**config.mk**
```make
export PLATFORM = sky130hd
export DESIGN_NAME = dbgport_capture
export DESIGN_NICKNAME = d
export VERILOG_FILES = /design/src/rtl/dbgport_pkg.sv /design/src/rtl/dbgport_decode.sv /design/src/rtl/dbgport_regs.sv /design/src/rtl/dbgport_capture.sv
export SDC_FILE = /design/constraint.sdc
export NUM_CORES = 1
export LEC_CHECK = 0
export BUFFER_PORTS_ARGS = -buffer_cell sky130_fd_sc_hd__buf_2
export CORE_ASPECT_RATIO = 0.5
export CORE_MARGIN = 2
export CORE_UTILIZATION = 44
export DETAILED_ROUTE_END_ITERATION = 6
export PLACE_DENSITY = 0.73
export SYNTH_ARGS = -nofsm -noshare
export SYNTH_HDL_FRONTEND = slang
export SYNTH_SLANG_ARGS = --single-unit
```
**constraint.sdc**
```tcl
create_clock -name clk -period 2.35 [get_ports clk]
set_clock_uncertainty 0.1 [all_clocks]
set_input_delay 0.47 -clock clk [delete_from_list [all_inputs] [get_ports clk]]
set_output_delay 0.47 -clock clk [all_outputs]
set_load 0.05 [all_outputs]
```
**src/rtl/dbgport_pkg.sv**
```systemverilog
package dbgport_pkg;
  localparam int ADDR_W  = 16;
  localparam int BYTE_W  = 8;
  localparam int NLANE   = 2;
  localparam int NPORT   = 2;
  localparam logic [ADDR_W-1:0] PORT_BASE = 16'h0080;

  // control register bit positions
  localparam int IE_BIT = 0;
  localparam logic [BYTE_W-1:0] CTRL_MASK = 8'b0100_1001;

  typedef enum logic [1:0] {
    RG_CTRL = 2'd0,
    RG_P80  = 2'd1,
    RG_P81  = 2'd2,
    RG_STAT = 2'd3
  } reg_sel_e;

  // accept-enable bit for each port index
  function automatic int acc_bit(int p);
    return (p == 0) ? 6 : 3;
  endfunction
endpackage

```
**src/rtl/dbgport_decode.sv**
```systemverilog
module dbgport_decode
  import dbgport_pkg::*;
#(
  parameter int AW  = ADDR_W,
  parameter int BW  = BYTE_W,
  parameter int NL  = NLANE,
  parameter int NP  = NPORT,
  parameter logic [AW-1:0] BASE = PORT_BASE
) (
  input  logic              clk,
  input  logic              rst_n,
  input  logic              hw_valid,
  input  logic [AW-1:0]     hw_addr,
  input  logic [NL*BW-1:0]  hw_data,
  input  logic [NL-1:0]     hw_be,
  input  logic [NP-1:0]     port_acc,
  output logic [NP-1:0]     port_wr,
  output logic [BW-1:0]     port_byte [NP]
);
  always_comb begin
    for (int p = 0; p < NP; p++) begin
      port_wr[p]   = 1'b0;
      port_byte[p] = '0;
      for (int k = 0; k < NL; k++) begin
        if (hw_valid && hw_be[k] && port_acc[p] &&
            ((hw_addr + AW'(k)) == (BASE + AW'(p)))) begin
          port_wr[p]   = 1'b1;
          port_byte[p] = hw_data[k*BW +: BW];
        end
      end
    end
  end

  generate
    for (genvar gp = 0; gp < NP; gp++) begin : g_chk

      strobe_needs_accept_chk: assert property (@(posedge clk) disable iff (!rst_n)
        port_wr[gp] |-> (port_acc[gp] && hw_valid));
    end
  endgenerate
endmodule

```
**src/rtl/dbgport_regs.sv**
```systemverilog
module dbgport_regs
  import dbgport_pkg::*;
#(
  parameter int BW = BYTE_W,
  parameter int NP = NPORT
) (
  input  logic           clk,
  input  logic           rst_n,
  input  logic [NP-1:0]  port_wr,
  input  logic [BW-1:0]  port_byte [NP],
  input  logic [1:0]     cb_addr,
  input  logic           cb_wr,
  input  logic [BW-1:0]  cb_wdata,
  output logic [BW-1:0]  cb_rdata,
  output logic [NP-1:0]  port_acc,
  output logic           irq
);
  logic [BW-1:0] ctrl_q;
  logic [BW-1:0] data_q [NP];
  logic          pend_q;
  logic          clr_req;
  logic          cap_any;

  assign clr_req = cb_wr && (reg_sel_e'(cb_addr) == RG_STAT) && cb_wdata[0];
  assign cap_any = |port_wr;

  always_ff @(posedge clk) begin
    if (!rst_n) begin
      ctrl_q <= '0;
    end else if (cb_wr && reg_sel_e'(cb_addr) == RG_CTRL) begin
      ctrl_q <= cb_wdata & CTRL_MASK;
    end
  end

  generate
    for (genvar gp = 0; gp < NP; gp++) begin : g_port
      assign port_acc[gp] = ctrl_q[acc_bit(gp)];

      always_ff @(posedge clk) begin
        if (!rst_n)            data_q[gp] <= '0;
        else if (port_wr[gp])  data_q[gp] <= port_byte[gp];
      end


      data_hold_chk: assert property (@(posedge clk) disable iff (!rst_n)
        !port_wr[gp] |=> $stable(data_q[gp]));

      data_load_chk: assert property (@(posedge clk) disable iff (!rst_n)
        port_wr[gp] |=> (data_q[gp] == $past(port_byte[gp])));
    end
  endgenerate

  // capture has priority over clear
  always_ff @(posedge clk) begin
    if (!rst_n)        pend_q <= 1'b0;
    else if (cap_any)  pend_q <= 1'b1;
    else if (clr_req)  pend_q <= 1'b0;
  end

  assign irq = pend_q & ctrl_q[IE_BIT];

  always_comb begin
    unique case (reg_sel_e'(cb_addr))
      RG_CTRL: cb_rdata = ctrl_q;
      RG_P80:  cb_rdata = data_q[0];
      RG_P81:  cb_rdata = data_q[NP-1];
      RG_STAT: cb_rdata = {{(BW-1){1'b0}}, pend_q};
      default: cb_rdata = '0;
    endcase
  end


  pend_set_chk: assert property (@(posedge clk) disable iff (!rst_n)
    cap_any |=> pend_q);

  pend_keep_chk: assert property (@(posedge clk) disable iff (!rst_n)
    (pend_q && !clr_req) |=> pend_q);

  cap_wins_chk: assert property (@(posedge clk) disable iff (!rst_n)
    (cap_any && clr_req) |=> pend_q);
endmodule

```
**src/rtl/dbgport_capture.sv**
```systemverilog
module dbgport_capture
  import dbgport_pkg::*;
(
  input  logic                    clk,
  input  logic                    rst_n,
  input  logic                    hw_valid,
  output logic                    hw_ready,
  input  logic [ADDR_W-1:0]       hw_addr,
  input  logic [NLANE*BYTE_W-1:0] hw_data,
  input  logic [NLANE-1:0]        hw_be,
  input  logic [1:0]              cb_addr,
  input  logic                    cb_wr,
  input  logic [BYTE_W-1:0]       cb_wdata,
  output logic [BYTE_W-1:0]       cb_rdata,
  output logic                    irq
);
  logic [NPORT-1:0]  port_acc;
  logic [NPORT-1:0]  port_wr;
  logic [BYTE_W-1:0] port_byte [NPORT];

  assign hw_ready = 1'b1;

  dbgport_decode #(
    .AW(ADDR_W), .BW(BYTE_W), .NL(NLANE), .NP(NPORT), .BASE(PORT_BASE)
  ) u_decode (
    .clk(clk), .rst_n(rst_n),
    .hw_valid(hw_valid), .hw_addr(hw_addr), .hw_data(hw_data), .hw_be(hw_be),
    .port_acc(port_acc), .port_wr(port_wr), .port_byte(port_byte)
  );

  dbgport_regs #(.BW(BYTE_W), .NP(NPORT)) u_regs (
    .clk(clk), .rst_n(rst_n),
    .port_wr(port_wr), .port_byte(port_byte),
    .cb_addr(cb_addr), .cb_wr(cb_wr), .cb_wdata(cb_wdata), .cb_rdata(cb_rdata),
    .port_acc(port_acc), .irq(irq)
  );
endmodule

```
# Word level (Yosys, flattened, before mapping)
# Memory sizes are Yosys's and may differ from the RTL's.
# Index checks and enable logic that the tools add are counted.
# word_totals
ff_bits	4
ramBits	16
inputBits	48
out_inout_bits	10
word_cells	50
n_memories	1
# op_classes
add_sub_neg	1
eq_ne	7
mux	20
bitwise_logic	3
reduce_logical	16
# mem_list
memory	words	word_bits	rd	rd_ports_with_merged_regs	wr	line	source
u_regs.data_q	2	8	2	0	2	dbgport_regs.sv:19	logic [BW-1:0] data_q [NP];
# op_table
operator	count
$eq A16 B8 Y1 const B	4
$mux W8	6
$pmux W8 S4	1
$add A16 B1 Y16 const B	1
$logic_and A1 B1 Y1	13
$mux W1	13
$eq A2 B2 Y1 const B	2
$eq A2 B1 Y1 const B	1
$logic_not A2 Y1	1
$or A1 B1 Y1	2
$reduce_bool A2 Y1	1
$reduce_or A2 Y1	1
$and A1 B1 Y1	1

# Depth between registers and ports, before layout
# Gate-level depths: netlist of the first run.
# logic_depth
word_depth	9
ltp_mapped	6

# Cells and area by module
# A second synthesis of the first run with hierarchy kept.
# unflattened
hier_cells	142
area_unflattened_um2	1500.2
# modules_own_cells
module	n_inst	cells_each	area_each_um2	seq_area_each_um2
dbgport_regs	1	71	929.6	560.5
dbgport_decode	1	69	559.3	0.0
dbgport_capture	1	2	11.3	0.0

# Worst setup path after synthesis of the first run
# OpenSTA, ideal clock, no wires.
# synth_timing
kind	input port to output port
startpoint	input cb_addr[0]
endpoint	output cb_rdata[3]
t_arrival_ns	1.898
required_time_ns	1.780
slack_ns	-0.118
cell_stages	3
path_buffers	1
path_cell_list	clkbuf_1 > mux2i_1 > o21ai_0
# synth_via
elab_chain_cells	2
# synth_rtl
item	line	source
start: declaration	dbgport_capture.sv:11	input logic [1:0] cb_addr,
$eq A2 B2 Y1 (tied with other cells)	dbgport_regs.sv:63	unique case (reg_sel_e'(cb_addr))
$pmux W8 S4 (*)	dbgport_regs.sv:63	
end: declaration	dbgport_capture.sv:14	output logic [BYTE_W-1:0] cb_rdata,
# Every way passes the cells marked *; elsewhere a longest branch is shown, timed or not.

# Worst setup path after layout of the first run
# layout_timing
startpoint	input cb_addr[0]
endpoint	output cb_rdata[7]
# Same word-level chain as after synthesis.

==> results of run 1 <==
## cell usage in the layout, fill, tap and decap left out, drive strengths merged, types with 2 or more instances in the layout
cell type,count
nand3,2
nand4,10
a31oi,2
dfxtp,4
nor2,14
buf,62
nand2,15
mux2i,5
inv,5
edfxtp,16
a22o,5
a21oi,11
and4,2
a32oi,7
o21ai,3
or3,2
and2,2
nor2b,2
or3b,3
clkbuf,3
nor3b,2
nor4,2
## metrics by stage
| stage | util, % | power, mW | worst slack [ns] | cells |
|---|---|---|---|---|
| global placement | 61.3 | 0.541 | 0.114 | 225 |
| CTS | 62.9 | 0.763 | 0.232 | 229 |
| detailed placement | 61.3 | 0.545 | 0.0664 | 225 |
| finish | 62.9 | 0.760 | 0.239 | 229 |
| global route | 62.9 | 0.797 | 0.178 | 229 |
| floorplan | - | 0.476 | 0.165 | 134 |
## power by group through the flow
stage	Sequential, mW	Clock [mW]	Combinational (mW)
3_5_place_dp	0.403	0	0.142
3_3_place_gp	0.403	0	0.139
2_1_floorplan	0.402	0	0.0737
6_report	0.395	0.224	0.142
5_1_grt	0.396	0.247	0.154
4_1_cts	0.395	0.226	0.142
## per-layer routing
metal / share of wire, % / GRT usage, % / up-vias
met5: 0 / 0 / -
met4: 0.59 / 6.44 / 0
met3: 7.6 / 5.17 / 2
met2: 47 / 33.0 / 57
met1: 45 / 25.9 / 585
li1: - / - / 630
## path summary, 6_finish.rpt
check	slack [ns]	end	depth (start not counted)
worst max-delay path	0.24	cb_rdata[7]	4
worst min-delay path	0.34	u_regs.ctrl_q[6]$_SDFFE_PN0P_	3
worst max register to register	0.76	u_regs.data_q[1][4]$_SDFFCE_PN0P_	5
worst min register to register	0.45	u_regs.ctrl_q[0]$_SDFFE_PN0P_	2
## sequential cells by signal, indices dropped and copies added, names as in the netlist
register and cells:
u_regs.data_q 16, u_regs.ctrl_q 3, u_regs.pend_q 1
## cells by family after synthesis
family	share of synthesized area, %
other	0.289
AND/OR/NAND/NOR	28.4
buffers and inverters	4.53
flip-flops	43.2
AO/OA/AOI/OAI	17.2
multiplexers	6.46
## cells in the mapped netlist, types with 2 or more instances
cell type / count / area share [%]
a21oi_1: 11 / 4.2
a22o_1: 5 / 3.4
a31oi_1: 2 / 0.96
a32oi_1: 7 / 4.7
and2_1: 2 / 0.96
and4_1: 2 / 1.4
buf_2: 2 / 0.77
buf_4: 2 / 1.2
clkbuf_1: 4 / 1.2
dfxtp_1: 4 / 6.2
edfxtp_1: 16 / 37
inv_1: 5 / 1.4
mux2i_1: 5 / 3.9
nand2_1: 15 / 4.3
nand3_1: 2 / 0.77
nand4_1: 9 / 4.3
nor2_1: 14 / 4.1
nor2b_1: 2 / 0.96
nor3b_1: 2 / 1.2
nor4_2: 2 / 1.9
o21ai_0: 2 / 0.77
or3b_1: 3 / 2.0
## critical path: cells and delay by family
family                 cells  cell delay, ns
AOI/OAI and AO/OA          1            0.22
and+or+nand+nor            1            0.43
buffers and inverters      2            0.41
## layout make-up
type | count | area [um^2]
Multi-Input combinational cell | 101 | 678
Sequential cell | 20 | 561
Clock inverter | 1 | 3.75
Timing Repair Buffer | 62 | 350
Tap cell | 37 | 46.3
Clock buffer | 3 | 41.3
Fill cell | 240 | 1000
Inverter | 5 | 18.8
==> results.sh, run 1 <==
export IMPL_outcome="finished clean"
export IMPL_max_slew_margin_pct=56.7
export IMPL_crit_required_ns=1.78
export IMPL_cp_end_kind="primary output"
export IMPL_synth_edf_count=16
export IMPL_p_seq_share_pct=52.0
export IMPL_p_sw_mw=0.196
export IMPL_internal_power_mw=0.564
export IMPL_hold_viol=0
export IMPL_cts_repair_resized=0
export IMPL_critPathSlowestCell="nor2b_1"
export IMPL_num_io_pins=58
export IMPL_placed_cell_area_um2=1650
export IMPL_hp_class="in -> reg"
export IMPL_crit_type="in -> out"
export IMPL_tightest_slew_ns=0.649
export IMPL_diodes=0
export IMPL_clock_fmax_ghz=0.474
export IMPL_yosysSeqAreaShare_pct=43.2
export IMPL_power_leakage_nw=0.697
export IMPL_syn_cell_area_um2=1300
export IMPL_slowest_delay_ns=0.43
export IMPL_peakVddDrop_uv=231
export IMPL_nNetsFinal=241
export IMPL_drt_total_wl_um=3240
export IMPL_h_tree_depth=1
export IMPL_yosysWarningCount=0
export IMPL_syn_num_nets=182
export IMPL_fp_row_count=13
export IMPL_wl_per_cell_um=14.1
export IMPL_startpoint="cb_addr[0]"
export IMPL_root_buffer="clkbuf_8"
export IMPL_synth_cell_type_count=38
export IMPL_reg2reg_from="u_regs.ctrl_q[3]$_SDFFE_PN0P_"
export IMPL_setup_viol=0
export IMPL_clock_latency_ns=0.25
export IMPL_clock_sinks=20
export IMPL_clockPowerShare_pct=29.4
export IMPL_grt_start_max_net_pins=21
export IMPL_antenna_found_initial=0
export IMPL_worst_setup_path_start_kind="input port"
export IMPL_switching_share_pct=25.8
export IMPL_synth_area_per_cell_um2=9.68
export IMPL_design_core_area_um2=2700
export IMPL_cp_common_cell="buf_2"
export IMPL_dr_total_vias=1274
export IMPL_design_area_um2=1700
export IMPL_cts_tree="yes"
export IMPL_cts_buffers=3
export IMPL_grt_pass1_wl_um=5230
export IMPL_dieArea_um2=3430
export IMPL_path_max_fanout=7
export IMPL_crit_path_cell_trace="buf_2 > nor2b_1 > a22o_1 > buf_2"
export IMPL_overflow=0
export IMPL_drv_slew=0
export IMPL_postSynthCellCount=134
export IMPL_crit_arrival_ns=1.54
export IMPL_synth_async_reset_ratio_pct=0
export IMPL_fp_dieH_um=42.4
export IMPL_hold_buffers=0
export IMPL_ant_nets=0
export IMPL_dr_pass1_iters=4
export IMPL_drtIter0Drc=62
export IMPL_ys_seq_elements=20
export IMPL_ys_flop_type="edfxtp_1"
export IMPL_grt_pass1_vias=1215
export IMPL_vias_per_cell=5.56
export IMPL_fin_tns_setup_ns=0
export IMPL_layout_min_cycle_time_ns=2.11
export IMPL_post_route_period_util_pct=89.8
export IMPL_dp_final_hpwl_um=2550
export IMPL_power_density_nw_per_um2=448
export IMPL_hp_start="cb_wdata[6]"
export IMPL_drv_cap=0
export IMPL_areaGrowthSynthToFinish_pct=31.0
export IMPL_start_util_pct=48.1
export IMPL_place_congestion=0.780
export IMPL_drc=0
export IMPL_cts_clk_slew_worst_paths_ns=0.07
export IMPL_hold_ws_ns=0.337
export IMPL_cts_buffer_depth=2
export IMPL_drive_gt1_share_pct=38.5
export IMPL_combPwrFrac_pct=18.6
export IMPL_io_buffers=51
export IMPL_rsz0062_at_grt="false"
export IMPL_dieWidth_um=80.8
export IMPL_post_cts_buffers=0
export IMPL_grt_usage_pct=20.0
Note: power is estimated with default switching activity, not from simulation.
==> inputs of run 2 (changes only) <==
--- a/config.mk
+++ b/config.mk
@@ -8,9 +8,9 @@
 export BUFFER_PORTS_ARGS = -buffer_cell sky130_fd_sc_hd__buf_2
 export CORE_ASPECT_RATIO = 0.5
 export CORE_MARGIN = 2
-export CORE_UTILIZATION = 44
+export CORE_UTILIZATION = 40
 export DETAILED_ROUTE_END_ITERATION = 6
-export PLACE_DENSITY = 0.73
+export PLACE_DENSITY = 0.68
 export SYNTH_ARGS = -nofsm -noshare
 export SYNTH_HDL_FRONTEND = slang
 export SYNTH_SLANG_ARGS = --single-unit
==> run 2 against run 1 <==
- utilization is 7.1 points lower
- sequential cell count stayed put
- largest power group unchanged
- critical endpoint is now cb_rdata[2]
- die area is 9.3% higher
- sequential power hardly changed
- largest cell class unchanged
- critical path type unchanged
==> results.sh, run 2 (synthesis gave the netlist of run 1 again) <==
export IMPL_vias_per_cell=5.53
export IMPL_io_buffers=51
export IMPL_final_common_cell="buf_2"
export IMPL_dp_cells=228
export IMPL_switching_share_pct=26.0
export IMPL_dr_total_vias=1284
export IMPL_crit_arrival_ns=1.51
export IMPL_setup_viol=0
export IMPL_num_io_pins=58
export IMPL_dr_pass1_iters=4
export IMPL_diodes=0
export IMPL_h_tree_depth=1
export IMPL_largest_register_ff_count=16
export IMPL_wl_per_cell_um=13.9
export IMPL_drive_gt1_share_pct=38.5
export IMPL_hold_buffers=0
export IMPL_place_congestion=0.782
export IMPL_grt_usage_pct=18.8
export IMPL_seq_area_um2=561
export IMPL_nNetsFinal=241
export IMPL_dieWidth_um=84.5
export IMPL_top_regs="u_regs.data_q: 16 flops, u_regs.ctrl_q: 3 flops, u_regs.pend_q: 1 flops"
export IMPL_grt_most_used_layer="met2"
export IMPL_grt_pass1_wl_um=5420
export IMPL_areaGrowthSynthToFinish_pct=31.2
export IMPL_clock_fmax_ghz=0.480
export IMPL_overflow=0
export IMPL_peakVddDrop_uv=230
export IMPL_drv_slew=0
export IMPL_dieArea_um2=3740
export IMPL_fp_dieH_um=44.3
export IMPL_hp_class="in -> reg"
export IMPL_stdcell_count=232
export IMPL_drv_cap=0
export IMPL_ant_nets=0
export IMPL_hold_viol=0
export IMPL_multiInputGateArea_um2=678
export IMPL_crit_type="in -> out"
export IMPL_grt_start_max_net_pins=21
export IMPL_clock_sinks=20
export IMPL_cp_end_kind="primary output"
export IMPL_worst_setup_path_start_kind="input port"
export IMPL_clock_latency_ns=0.25
export IMPL_design_core_area_um2=3050
export IMPL_outcome="finished clean"
export IMPL_cts_clk_slew_worst_paths_ns=0.07
export IMPL_power_density_nw_per_um2=445
export IMPL_fillers=280
export IMPL_grt_use_met3_pct=2.24
export IMPL_power_leakage_nw=0.696
export IMPL_final_cell_mix="buf_2 (51), edfxtp_1 (16), nand2_1 (15)"
export IMPL_post_cts_buffers=0
export IMPL_drt_total_wl_um=3220
export IMPL_cts_buffer_depth=2
export IMPL_layout_min_cycle_time_ns=2.08
export IMPL_path_max_fanout=7
export IMPL_root_buffer="clkbuf_8"
export IMPL_combPwrFrac_pct=18.3
export IMPL_max_slew_margin_pct=58.2
export IMPL_p_sw_mw=0.197
export IMPL_p_seq_share_pct=52.2
export IMPL_cts_repair_resized=0
export IMPL_grt_pass1_vias=1217
export IMPL_cts_tree="yes"
export IMPL_fin_tns_setup_ns=0
export IMPL_clockPowerShare_pct=29.5
export IMPL_rsz0062_at_grt="false"
export IMPL_crit_required_ns=1.78
export IMPL_fp_row_count=14
export IMPL_grt_use_met2_pct=34.5
export IMPL_start_util_pct=42.6
export IMPL_internal_power_mw=0.562
export IMPL_drc=0
export IMPL_cts_buffers=3
export IMPL_post_route_period_util_pct=88.6
export IMPL_grtUsageMet1_pct=23.8
export IMPL_tightest_slew_ns=0.626
export IMPL_regMostFlops="u_regs.data_q"
export IMPL_drtIter0Drc=75
export IMPL_antenna_found_initial=0
export IMPL_dp_final_hpwl_um=2510
==> run 2: cell counts in the layout (fill, tap and decap cells not counted) <==
Identical to the previous run, type by type.
==> run 2: layout make-up <==
class                   count  share of cell area [%]
multi-input cells         101                    39.8
flip-flops and latches     20                    32.9
repair buffers             62                    20.6
well taps                  40                    2.94
clock buffers               3                    2.42
inverters                   5                    1.10
clock inverters             1                   0.220
==> run 2: final timing paths <==
check                                start                                end  slack, ns  depth (start not counted)
min reg2reg  u_regs.ctrl_q[0]$_SDFFE_PN0P_      u_regs.ctrl_q[0]$_SDFFE_PN0P_       0.45                          2
min                            cb_wdata[6]      u_regs.ctrl_q[6]$_SDFFE_PN0P_       0.34                          3
max reg2reg  u_regs.ctrl_q[3]$_SDFFE_PN0P_  u_regs.data_q[1][5]$_SDFFCE_PN0P_       0.70                          5
max                             cb_addr[0]                        cb_rdata[2]       0.27                          4
==> run 2: critical path: stages <==
cell and delay (ns):
buf_2 0.17, nor2b_1 0.40, a22o_1 0.22, buf_2 0.26
==> run 2: stage by stage <==
stage	total power, mW	cell area, um^2	hold slack, ns	setup slack, ns	util, %
after floorplan	0.476	1300	0.370	0.165	-
after global routing	0.791	1700	0.405	0.0284	55.9
after CTS	0.762	1700	0.338	0.229	55.9
final	0.759	1700	0.338	0.268	55.9
after detailed placement	0.543	1660	0.429	-0.0243	54.4
after global placement	0.539	1660	0.405	0.0551	54.4
==> run 2: layer usage <==
metal  up-vias  routed length, um
met2        34               1630
met5         -                  0
met1       617               1420
met4         0                 27
met3         2                140
li1        631                  -
==> run 2: power groups by stage <==
stage / clock network [mW] / registers (mW) / logic [mW]
6_report: 0.224 / 0.396 / 0.139
5_1_grt: 0.243 / 0.396 / 0.152
4_1_cts: 0.226 / 0.396 / 0.140
3_5_place_dp: 0 / 0.403 / 0.140
3_3_place_gp: 0 / 0.403 / 0.136
2_1_floorplan: 0 / 0.402 / 0.0737
==> inputs of run 3 (changes only) <==
--- a/config.mk
+++ b/config.mk
@@ -6,7 +6,6 @@
 export NUM_CORES = 1
 export LEC_CHECK = 0
 export BUFFER_PORTS_ARGS = -buffer_cell sky130_fd_sc_hd__buf_2
-export CORE_ASPECT_RATIO = 0.5
 export CORE_MARGIN = 2
 export CORE_UTILIZATION = 40
 export DETAILED_ROUTE_END_ITERATION = 6
==> run 3 against run 2 <==
- first-iteration DRC count is 41% lower
- cell count is 0.86% higher
- combinational power hardly changed
- setup slack better by 0.030 ns
- highest routed layer unchanged
- sequential share of layout area hardly changed
- cell area is 0.15% lower
- wire length is 2.1% higher
- total power is 7.6% higher
- via count is 0.23% higher
- sequential cell count stayed put
==> results.sh, run 3 (synthesis gave the netlist of run 1 again) <==
export IMPL_max_slew_margin_pct=60.0
export IMPL_io_buffers=51
export IMPL_cts_tree="yes"
export IMPL_num_io_pins=58
export IMPL_power_density_nw_per_um2=480
export IMPL_clock_sinks=20
export IMPL_reg2reg_depth=5
export IMPL_grt_use_met2_pct=36.4
export IMPL_fillers=284
export IMPL_worst_path_stages=4
export IMPL_dieWidth_um=61.0
export IMPL_clock_latency_ns=0.29
export IMPL_setup_viol=0
export IMPL_final_cell_mix="buf_2 (51), edfxtp_1 (16), nand2_1 (15)"
export IMPL_peakVddDrop_uv=215
export IMPL_crit_arrival_ns=1.48
export IMPL_start_util_pct=42.2
export IMPL_drv_cap=0
export IMPL_grt_use_met3_pct=2.77
export IMPL_path_max_fanout=7
export IMPL_critPathSlowestCell="nor2b_1"
export IMPL_areaGrowthSynthToFinish_pct=31.1
export IMPL_post_cts_buffers=0
export IMPL_drv_slew=0
export IMPL_cp_end_kind="primary output"
export IMPL_dp_final_hpwl_um=2600
export IMPL_drtIter0Drc=44
export IMPL_worst_setup_path_start_kind="input port"
export IMPL_power_leakage_nw=0.692
export IMPL_crit_family="buffers and inverters"
export IMPL_design_core_area_um2=3080
export IMPL_dr_total_vias=1287
export IMPL_grt_pass1_wl_um=5210
export IMPL_drt_total_wl_um=3290
export IMPL_layout_min_cycle_time_ns=2.05
export IMPL_cts_repair_resized=0
export IMPL_largest_register_ff_count=16
export IMPL_cp_num_buf_inv=2
export IMPL_diodes=0
export IMPL_clock_fmax_ghz=0.487
export IMPL_overflow=0
export IMPL_cts_buffer_depth=2
export IMPL_grt_pass1_vias=1225
export IMPL_outcome="finished clean"
export IMPL_grtUsageMet1_pct=21.2
export IMPL_vias_per_cell=5.50
export IMPL_tightest_slew_ns=0.599
export IMPL_root_buffer="clkbuf_4"
export IMPL_place_congestion=0.748
export IMPL_post_route_period_util_pct=87.3
export IMPL_hp_class="in -> reg"
export IMPL_hp_start="cb_wdata[6]"
export IMPL_grt_start_max_net_pins=21
export IMPL_drive_gt1_share_pct=38.4
export IMPL_cts_clk_slew_worst_paths_ns=0.11
export IMPL_hold_viol=0
export IMPL_min_path_cells=3
export IMPL_hold_buffers=0
export IMPL_drc=0
export IMPL_h_tree_depth=1
export IMPL_crit_path_cell_trace="buf_2 > nor2b_1 > a22o_1 > buf_2"
export IMPL_grt_usage_pct=19.2
export IMPL_top_regs="u_regs.data_q: 16 flops, u_regs.ctrl_q: 3 flops, u_regs.pend_q: 1 flops"
export IMPL_ant_nets=0
export IMPL_rsz0062_at_grt="false"
export IMPL_antenna_found_initial=0
export IMPL_reg2reg_from="u_regs.ctrl_q[6]$_SDFFE_PN0P_"
export IMPL_fp_row_count=20
export IMPL_grt_most_used_layer="met2"
export IMPL_fp_dieH_um=61.0
export IMPL_final_common_cell="buf_2"
export IMPL_slowest_delay_ns=0.38
export IMPL_crit_required_ns=1.78
export IMPL_wl_per_cell_um=14.1
export IMPL_dr_pass1_iters=4
export IMPL_design_area_um2=1700
export IMPL_crit_type="in -> out"
export IMPL_placed_cell_area_um2=1650
export IMPL_cp_common_cell="buf_2"
export IMPL_nNetsFinal=239
export IMPL_cts_buffers=3
export IMPL_dieArea_um2=3720
export IMPL_regMostFlops="u_regs.data_q"
export IMPL_startpoint="cb_addr[0]"
export IMPL_fin_tns_setup_ns=0
-- run 3: cell types whose count changed in the layout (fill, tap and decap cells not counted), sizes merged --
cell,delta
buf,-2
bufinv,+1
clkinv,-1
-- run 3: worst reg2reg max path: cells and delay by family (launching register included) --
family                 cells  cell delay, ns
AND/OR/NAND/NOR            3            0.73
AO/OA/AOI/OAI              1            0.15
buffers and inverters      1            0.09
flip-flops                 1            0.36
-- run 3: final timing paths --
| check | end | slack, ns |
|---|---|---|
| worst min register to register | u_regs.ctrl_q[0]$_SDFFE_PN0P_ | 0.44 |
| worst max-delay path | cb_rdata[5] | 0.30 |
| worst min-delay path | u_regs.ctrl_q[6]$_SDFFE_PN0P_ | 0.30 |
| worst max register to register | u_regs.data_q[0][2]$_SDFFCE_PN0P_ | 0.79 |
-- run 3: layout make-up --
type / instances / area, um^2 / share of cell area, %
timing repair buffer: 60 / 335 / 19.7
inverter: 5 / 18.8 / 1.10
sequential: 20 / 561 / 33.0
clock inverter: 1 / 30.0 / 1.77
tap: 44 / 55.1 / 3.24
clock buffer: 3 / 22.5 / 1.32
multi-input combinational: 101 / 678 / 39.9
-- run 3: layer usage --
layer / share of wire [%] / wire, um
met2: 53 / 1730
met5: 0 / 0
met4: 0.82 / 27
met3: 6.1 / 200
met1: 40 / 1330
-- run 3: where the power goes --
| group | internal (mW) | switching [mW] | leakage (nW) | total (mW) |
|---|---|---|---|---|
| clock | 0.172 | 0.109 | 0.0279 | 0.281 |
| combinational | 0.0544 | 0.0856 | 0.467 | 0.140 |
| sequential | 0.391 | 0.00401 | 0.197 | 0.395 |
| total | 0.618 | 0.198 | 0.692 | 0.816 |
-- run 3: stage by stage --
step | instances | util (%) | hold WS, ns | setup slack (ns) | power (mW)
finish | 234 | 55.2 | 0.304 | 0.298 | 0.816
global route | 234 | 55.2 | 0.299 | 0.211 | 0.850
CTS | 234 | 55.2 | 0.300 | 0.266 | 0.818
detailed placement | 230 | 53.5 | 0.414 | 0.0702 | 0.544
global placement | 230 | 53.5 | 0.399 | 0.149 | 0.539
floorplan | 134 | - | 0.370 | 0.165 | 0.476
